<file path="config.mk">
export PLATFORM = sky130hd
export DESIGN_NAME = sw_global_seq
export DESIGN_NICKNAME = d
export VERILOG_FILES = /design/src/rtl/swg_pkg.sv /design/src/rtl/swg_rst_seq.sv /design/src/rtl/swg_poll_track.sv /design/src/rtl/swg_cfg_regs.sv /design/src/rtl/sw_global_seq.sv
export SDC_FILE = /design/constraint.sdc
export NUM_CORES = 1
export LEC_CHECK = 0
export BUFFER_PORTS_ARGS = -buffer_cell sky130_fd_sc_hd__buf_2
export CORE_AREA = 2 2 65 67
export DETAILED_ROUTE_END_ITERATION = 16
export DIE_AREA = 0 0 67 69
export PLACE_DENSITY_LB_ADDON = 0.1
export SETUP_SLACK_MARGIN = 0.3
export SYNTH_ARGS = -nofsm -noshare
export SYNTH_HDL_FRONTEND = slang
export SYNTH_SLANG_ARGS = --single-unit
</file>
<file path="constraint.sdc">
create_clock -name clk -period 2.3 [get_ports clk]
set_input_delay 0.23 -clock clk [delete_from_list [all_inputs] [get_ports clk]]
set_output_delay 0.23 -clock clk [all_outputs]
set_load 0.005 [all_outputs]
</file>
<file path="src/rtl/swg_pkg.sv">
package swg_pkg;
    localparam int REG_W     = 16;
    localparam int CTL_RST   = 15;
    localparam int CTL_POLL  = 14;
    localparam int CFG_W     = 14;
    localparam int HELD_W    = REG_W - 1;
    localparam int STS_RDY   = 11;
    localparam int STS_PS_LO = 12;

    typedef enum logic [1:0] {
        SEQ_PULSE = 2'd0,
        SEQ_WAIT  = 2'd1,
        SEQ_IDLE  = 2'd2
    } seq_state_e;

    typedef enum logic [1:0] {
        PE_OFF    = 2'b00,
        PE_DETECT = 2'b01,
        PE_RUN    = 2'b10,
        PE_STOP   = 2'b11
    } pe_state_e;
endpackage

</file>
<file path="src/rtl/swg_rst_seq.sv">
module swg_rst_seq
    import swg_pkg::*;
#(
    parameter int NUM_UNITS  = 4,
    parameter int RST_CYCLES = 8
) (
    input  logic                 clk,
    input  logic                 rst_n,
    input  logic                 req,
    input  logic [NUM_UNITS-1:0] unit_done,
    output logic                 unit_rst,
    output logic                 ready
);
    localparam int CNT_W = (RST_CYCLES > 1) ? $clog2(RST_CYCLES) : 1;
    localparam logic [CNT_W-1:0] CNT_LAST = CNT_W'(RST_CYCLES - 1);

    typedef struct packed {
        seq_state_e       state;
        logic [CNT_W-1:0] cnt;
    } seq_regs_t;

    seq_regs_t s_d, s_q;
    logic      all_done;

    assign all_done = &unit_done;

    always_comb begin
        s_d = s_q;
        case (s_q.state)
            SEQ_PULSE: begin
                if (s_q.cnt == CNT_LAST) begin
                    s_d.state = SEQ_WAIT;
                    s_d.cnt   = '0;
                end else begin
                    s_d.cnt = s_q.cnt + 1'b1;
                end
            end
            SEQ_WAIT: begin
                if (all_done) s_d.state = SEQ_IDLE;
            end
            SEQ_IDLE: begin
                if (req) begin
                    s_d.state = SEQ_PULSE;
                    s_d.cnt   = '0;
                end
            end
            default: s_d.state = SEQ_WAIT;
        endcase
    end

    always_ff @(posedge clk or negedge rst_n) begin
        if (!rst_n) begin
            s_q.state <= SEQ_WAIT;
            s_q.cnt   <= '0;
        end else begin
            s_q <= s_d;
        end
    end

    assign unit_rst = (s_q.state == SEQ_PULSE);
    assign ready    = (s_q.state == SEQ_IDLE);

    // Independent length counter for the pulse window check
    logic [CNT_W:0] hi_len_q;
    always_ff @(posedge clk or negedge rst_n) begin
        if (!rst_n)        hi_len_q <= '0;
        else if (unit_rst) hi_len_q <= hi_len_q + 1'b1;
        else               hi_len_q <= '0;
    end

    assert_pulse_len_R2: assert property (@(posedge clk) disable iff (!rst_n)
        $fell(unit_rst) |-> (hi_len_q == (CNT_W+1)'(RST_CYCLES)));

    assert_req_starts_R2: assert property (@(posedge clk) disable iff (!rst_n)
        (ready && req) |=> unit_rst);

    assert_ready_after_done_R4: assert property (@(posedge clk) disable iff (!rst_n)
        $rose(ready) |-> $past(all_done));
endmodule

</file>
<file path="src/rtl/swg_poll_track.sv">
module swg_poll_track
    import swg_pkg::*;
(
    input  logic      clk,
    input  logic      rst_n,
    input  logic      run,
    input  logic      ack,
    output pe_state_e state
);
    pe_state_e st_d, st_q;

    always_comb begin
        st_d = st_q;
        case (st_q)
            PE_OFF:    if (run) st_d = PE_DETECT;
            PE_DETECT: begin
                if (!run)     st_d = PE_STOP;
                else if (ack) st_d = PE_RUN;
            end
            PE_RUN:    if (!run) st_d = PE_STOP;
            PE_STOP:   if (!ack) st_d = PE_OFF;
            default:   st_d = PE_OFF;
        endcase
    end

    always_ff @(posedge clk or negedge rst_n) begin
        if (!rst_n) st_q <= PE_OFF;
        else        st_q <= st_d;
    end

    assign state = st_q;

    assert_run_needs_ack_R6: assert property (@(posedge clk) disable iff (!rst_n)
        (st_q == PE_RUN && $past(st_q) != PE_RUN) |-> $past(ack));

    assert_off_exit_R6: assert property (@(posedge clk) disable iff (!rst_n)
        (st_q == PE_OFF) |=> (st_q == PE_OFF || st_q == PE_DETECT));

    assert_off_needs_idle_R7: assert property (@(posedge clk) disable iff (!rst_n)
        (st_q == PE_OFF && $past(st_q) != PE_OFF) |-> $past(!ack));
endmodule

</file>
<file path="src/rtl/swg_cfg_regs.sv">
module swg_cfg_regs #(
    parameter int W = 15
) (
    input  logic         clk,
    input  logic         rst_n,
    input  logic         wr,
    input  logic [W-1:0] wdata,
    input  logic         apply,
    output logic [W-1:0] pend,
    output logic [W-1:0] act
);
    typedef struct packed {
        logic [W-1:0] pend;
        logic [W-1:0] act;
    } cfg_regs_t;

    cfg_regs_t c_d, c_q;

    always_comb begin
        c_d = c_q;
        if (wr)    c_d.pend = wdata;
        if (apply) c_d.act  = c_q.pend;
    end

    always_ff @(posedge clk or negedge rst_n) begin
        if (!rst_n) c_q <= '0;
        else        c_q <= c_d;
    end

    assign pend = c_q.pend;
    assign act  = c_q.act;
endmodule

</file>
<file path="src/rtl/sw_global_seq.sv">
module sw_global_seq
    import swg_pkg::*;
#(
    parameter int NUM_UNITS  = 4,
    parameter int RST_CYCLES = 8
) (
    input  logic                 clk,
    input  logic                 rst_n,
    input  logic                 host_wr,
    input  logic                 host_sel,
    input  logic [REG_W-1:0]     host_wdata,
    output logic [REG_W-1:0]     host_rdata,
    input  logic [NUM_UNITS-1:0] unit_done,
    output logic                 unit_rst,
    output logic                 poll_run,
    input  logic                 poll_ack,
    output logic [CFG_W-1:0]     cfg_out
);
    logic              ctl_wr;
    logic              rst_req;
    logic              ready;
    logic [HELD_W-1:0] pend;
    logic [HELD_W-1:0] act;
    pe_state_e         pe_st;

    assign ctl_wr  = host_wr && !host_sel;
    assign rst_req = ctl_wr && host_wdata[CTL_RST];

    swg_cfg_regs #(.W(HELD_W)) cfg_i (
        .clk   (clk),
        .rst_n (rst_n),
        .wr    (ctl_wr),
        .wdata (host_wdata[HELD_W-1:0]),
        .apply (ready),
        .pend  (pend),
        .act   (act)
    );

    swg_rst_seq #(.NUM_UNITS(NUM_UNITS), .RST_CYCLES(RST_CYCLES)) seq_i (
        .clk       (clk),
        .rst_n     (rst_n),
        .req       (rst_req),
        .unit_done (unit_done),
        .unit_rst  (unit_rst),
        .ready     (ready)
    );

    assign poll_run = act[CTL_POLL] && ready;
    assign cfg_out  = act[CFG_W-1:0];

    swg_poll_track trk_i (
        .clk   (clk),
        .rst_n (rst_n),
        .run   (poll_run),
        .ack   (poll_ack),
        .state (pe_st)
    );

    always_comb begin
        host_rdata = '0;
        if (!host_sel) begin
            host_rdata[HELD_W-1:0] = pend;
            host_rdata[CTL_RST]    = unit_rst;
        end else begin
            host_rdata[STS_RDY]         = ready;
            host_rdata[STS_PS_LO +: 2]  = pe_st;
        end
    end

    assert_cfg_held_R9: assert property (@(posedge clk) disable iff (!rst_n)
        !ready |=> $stable(cfg_out));

    assert_run_off_in_pulse_R10: assert property (@(posedge clk) disable iff (!rst_n)
        unit_rst |-> !poll_run);
endmodule

</file>
==> out/summary.txt <==
synthesized instance count - 148
vias in the first global route - 1331
Routed Antenna Nets - 0
routed vias - 1210
drt pass-1 iters - 3
P per Cell Area - 1140 nW/um^2
DP Wirelength - 2600 microns
Tightest Pin Transition - 795 ps
worst skew pair latency - 280 ps
Period minus WS final - 1770 ps
port buffer count - 56
post-synthesis cell type count - 31
layout cells sized above 1 - 54.6%
Hold-fix buffers, CTS - 0
Final Hold Fails - 0
routed wire length - 3600 microns
Syn Area/Cell - 13.2 sq um
worst hold-check path type - in -> async
leakage power - 0.00112 uW
total of cells resized after clock tree synthesis - 0
clock-pin slew on the worst setup and hold paths - 70 ps
fill count - 350
synthesis-stage register bit count - 37
critical path launch point type - flop
WL per Instance - 14.8 microns
Post-DP Area - 2160 sq um
core area - 3910 sq um
worst-case reg-to-reg path depth - 6
# setup viols final - 0
Max IR drop VDD - 0.553 mV
Die H - 69 microns
Ports - 57
First DRT Iteration DRCs - 64
number of CTS-inserted buffers - 5
Longest Clk Path Bufs - 2
CTS tree - yes
Post-synth top flop - dfrtp_1
final core utilization - 57.3%
crit share post-route - 77.0%
DIE WIDTH - 67 microns
maximum clock rate - 565 MHz
clock skew - 2.81 ps
Synth area leader - dfrtp_1
data arrival time of the worst path - 1540 ps
Syn Std Cell Area - 1950 sq um
vias per cell - 4.96
FP Rows - 23
post-synthesis sequential area ratio - 47.5%
global-route usage over all layers - 17.2%
GPL Wtd Cong - 0.879
post-route cell area - 2240 sq um
Sink Count - 37
CTS root buf - clkbuf_8
top cells by count, synth - 36 x dfrtp_1, 24 x mux2_2, 14 x buf_4, 12 x nor2b_1, 11 x ha_1
Worst setup EP type - output pin
FFs w/ async S/R, synth - 100%
maximum fanout along the worst path - 7
Initial Utilization - 49.9%
syn nets - 184
Slew HR - 47.0%
setup TNS - 0 ps
DIE AREA - 4620 sq um
most frequent cell after synthesis - dfrtp_1
Remaining Overflow, GRT - 0
Slew Limit Fails - 0
RSZ-0062 raised after global routing - false
global-route wire length before repair - 6040 microns
post-synth top area share - 46.2%
P&R area growth vs syn - 14.9%
pin count of the biggest net entering global routing - 38
MaxCap Viol Count - 0
Req. time, crit path - 2070 ps
CP Class - reg -> out
top post-synthesis cells by area - dfrtp_1 46%, mux2_2 14%, mux2_4 7.7%
H-Tree Depth - 2
status - complete, no violations
setup bufs post-CTS - 0
initial antenna violation count - 0
Antenna Cells - 0
Yosys warnings - 0
nets@finish - 229
Residual DRC - 0
Post-synth EDFFs - 0
[registers in the layout (all words and copies together), names as in the netlist]
name / count
trk_i.state: 2
seq_i.s_q: 5
cfg_i.pend: 15
cfg_i.act: 15
[layout make-up]
cell class / instances / area [sq um] / share of cell area, %
sequential: 37 / 927 / 41.4
clock buffer: 7 / 76.3 / 3.40
timing repair buffer: 58 / 295 / 13.2
inverter: 6 / 22.5 / 1.00
tap: 50 / 62.6 / 2.79
multi-input combinational: 85 / 850 / 37.9
clock inverter: 1 / 8.76 / 0.391
[power breakdown]
group / switching, uW / internal, uW / total (uW)
logic: 454 / 594 / 1050
clock network: 218 / 216 / 434
registers: 164 / 902 / 1070
total: 835 / 1710 / 2550
[metrics by stage]
step | setup WS [ps] | total power [uW] | instances | hold slack (ps)
after CTS | 515 | 2590 | 244 | 64.7
final | 529 | 2550 | 244 | 30.2
after global routing | 448 | 2770 | 244 | 95.8
after floorplan | 663 | 1940 | 148 | -65.6
after detailed placement | 571 | 2140 | 236 | 371
after global placement | 638 | 2080 | 236 | 369
[cells by family after synthesis]
group | after synthesis | synth area share (%)
adder cells (fa/ha/maj) | 11 | 7.05
buffers and inverters | 26 | 8.97
multiplexers | 37 | 23.1
flip-flops | 37 | 47.5
AND/OR/NAND/NOR | 26 | 9.10
AO/OA/AOI/OAI | 11 | 4.30
[cell usage in the layout, fill, tap and decap left out, drive strengths merged, types with 2 or more instances in the layout]
cell type / netlist / final
nand3: 4 / 4
nor2b: 13 / 13
mux2: 34 / 34
o21ai: 2 / 2
buf: 19 / 58
inv: 6 / 6
a21oi: 2 / 2
mux2i: 3 / 3
and2b: 3 / 3
nand2: 2 / 2
clkbuf: 1 / 7
dfrtp: 36 / 36
ha: 11 / 11
[critical path: stages (launching register included)]
cell     delay, ps
dfstp_2        540
inv_1           80
ha_1           300
and2b_2        220
buf_2          120
[worst paths after layout]
check / start / to / slack, ps
max in group asynchronous: rst_n / cfg_i.pend[5] / 1760
worst min-delay path: rst_n / trk_i.state[0] / 30
worst min register to register: cfg_i.act[3] / cfg_i.act[3] / 510
worst max-delay path: seq_i.s_q[3] / host_rdata[15] / 530
min in group clk: host_wdata[2] / cfg_i.pend[2] / 180
worst max register to register: seq_i.s_q[3] / seq_i.s_q[3] / 560
[per-layer routing]
metal | part of all wire, % | global-route usage (%)
met4 | 1.1 | 6.12
met2 | 51 | 29.2
met5 | 0 | 0
met3 | 5.6 | 4.08
met1 | 43 | 21.0
(Power assumes the default switching activity.)
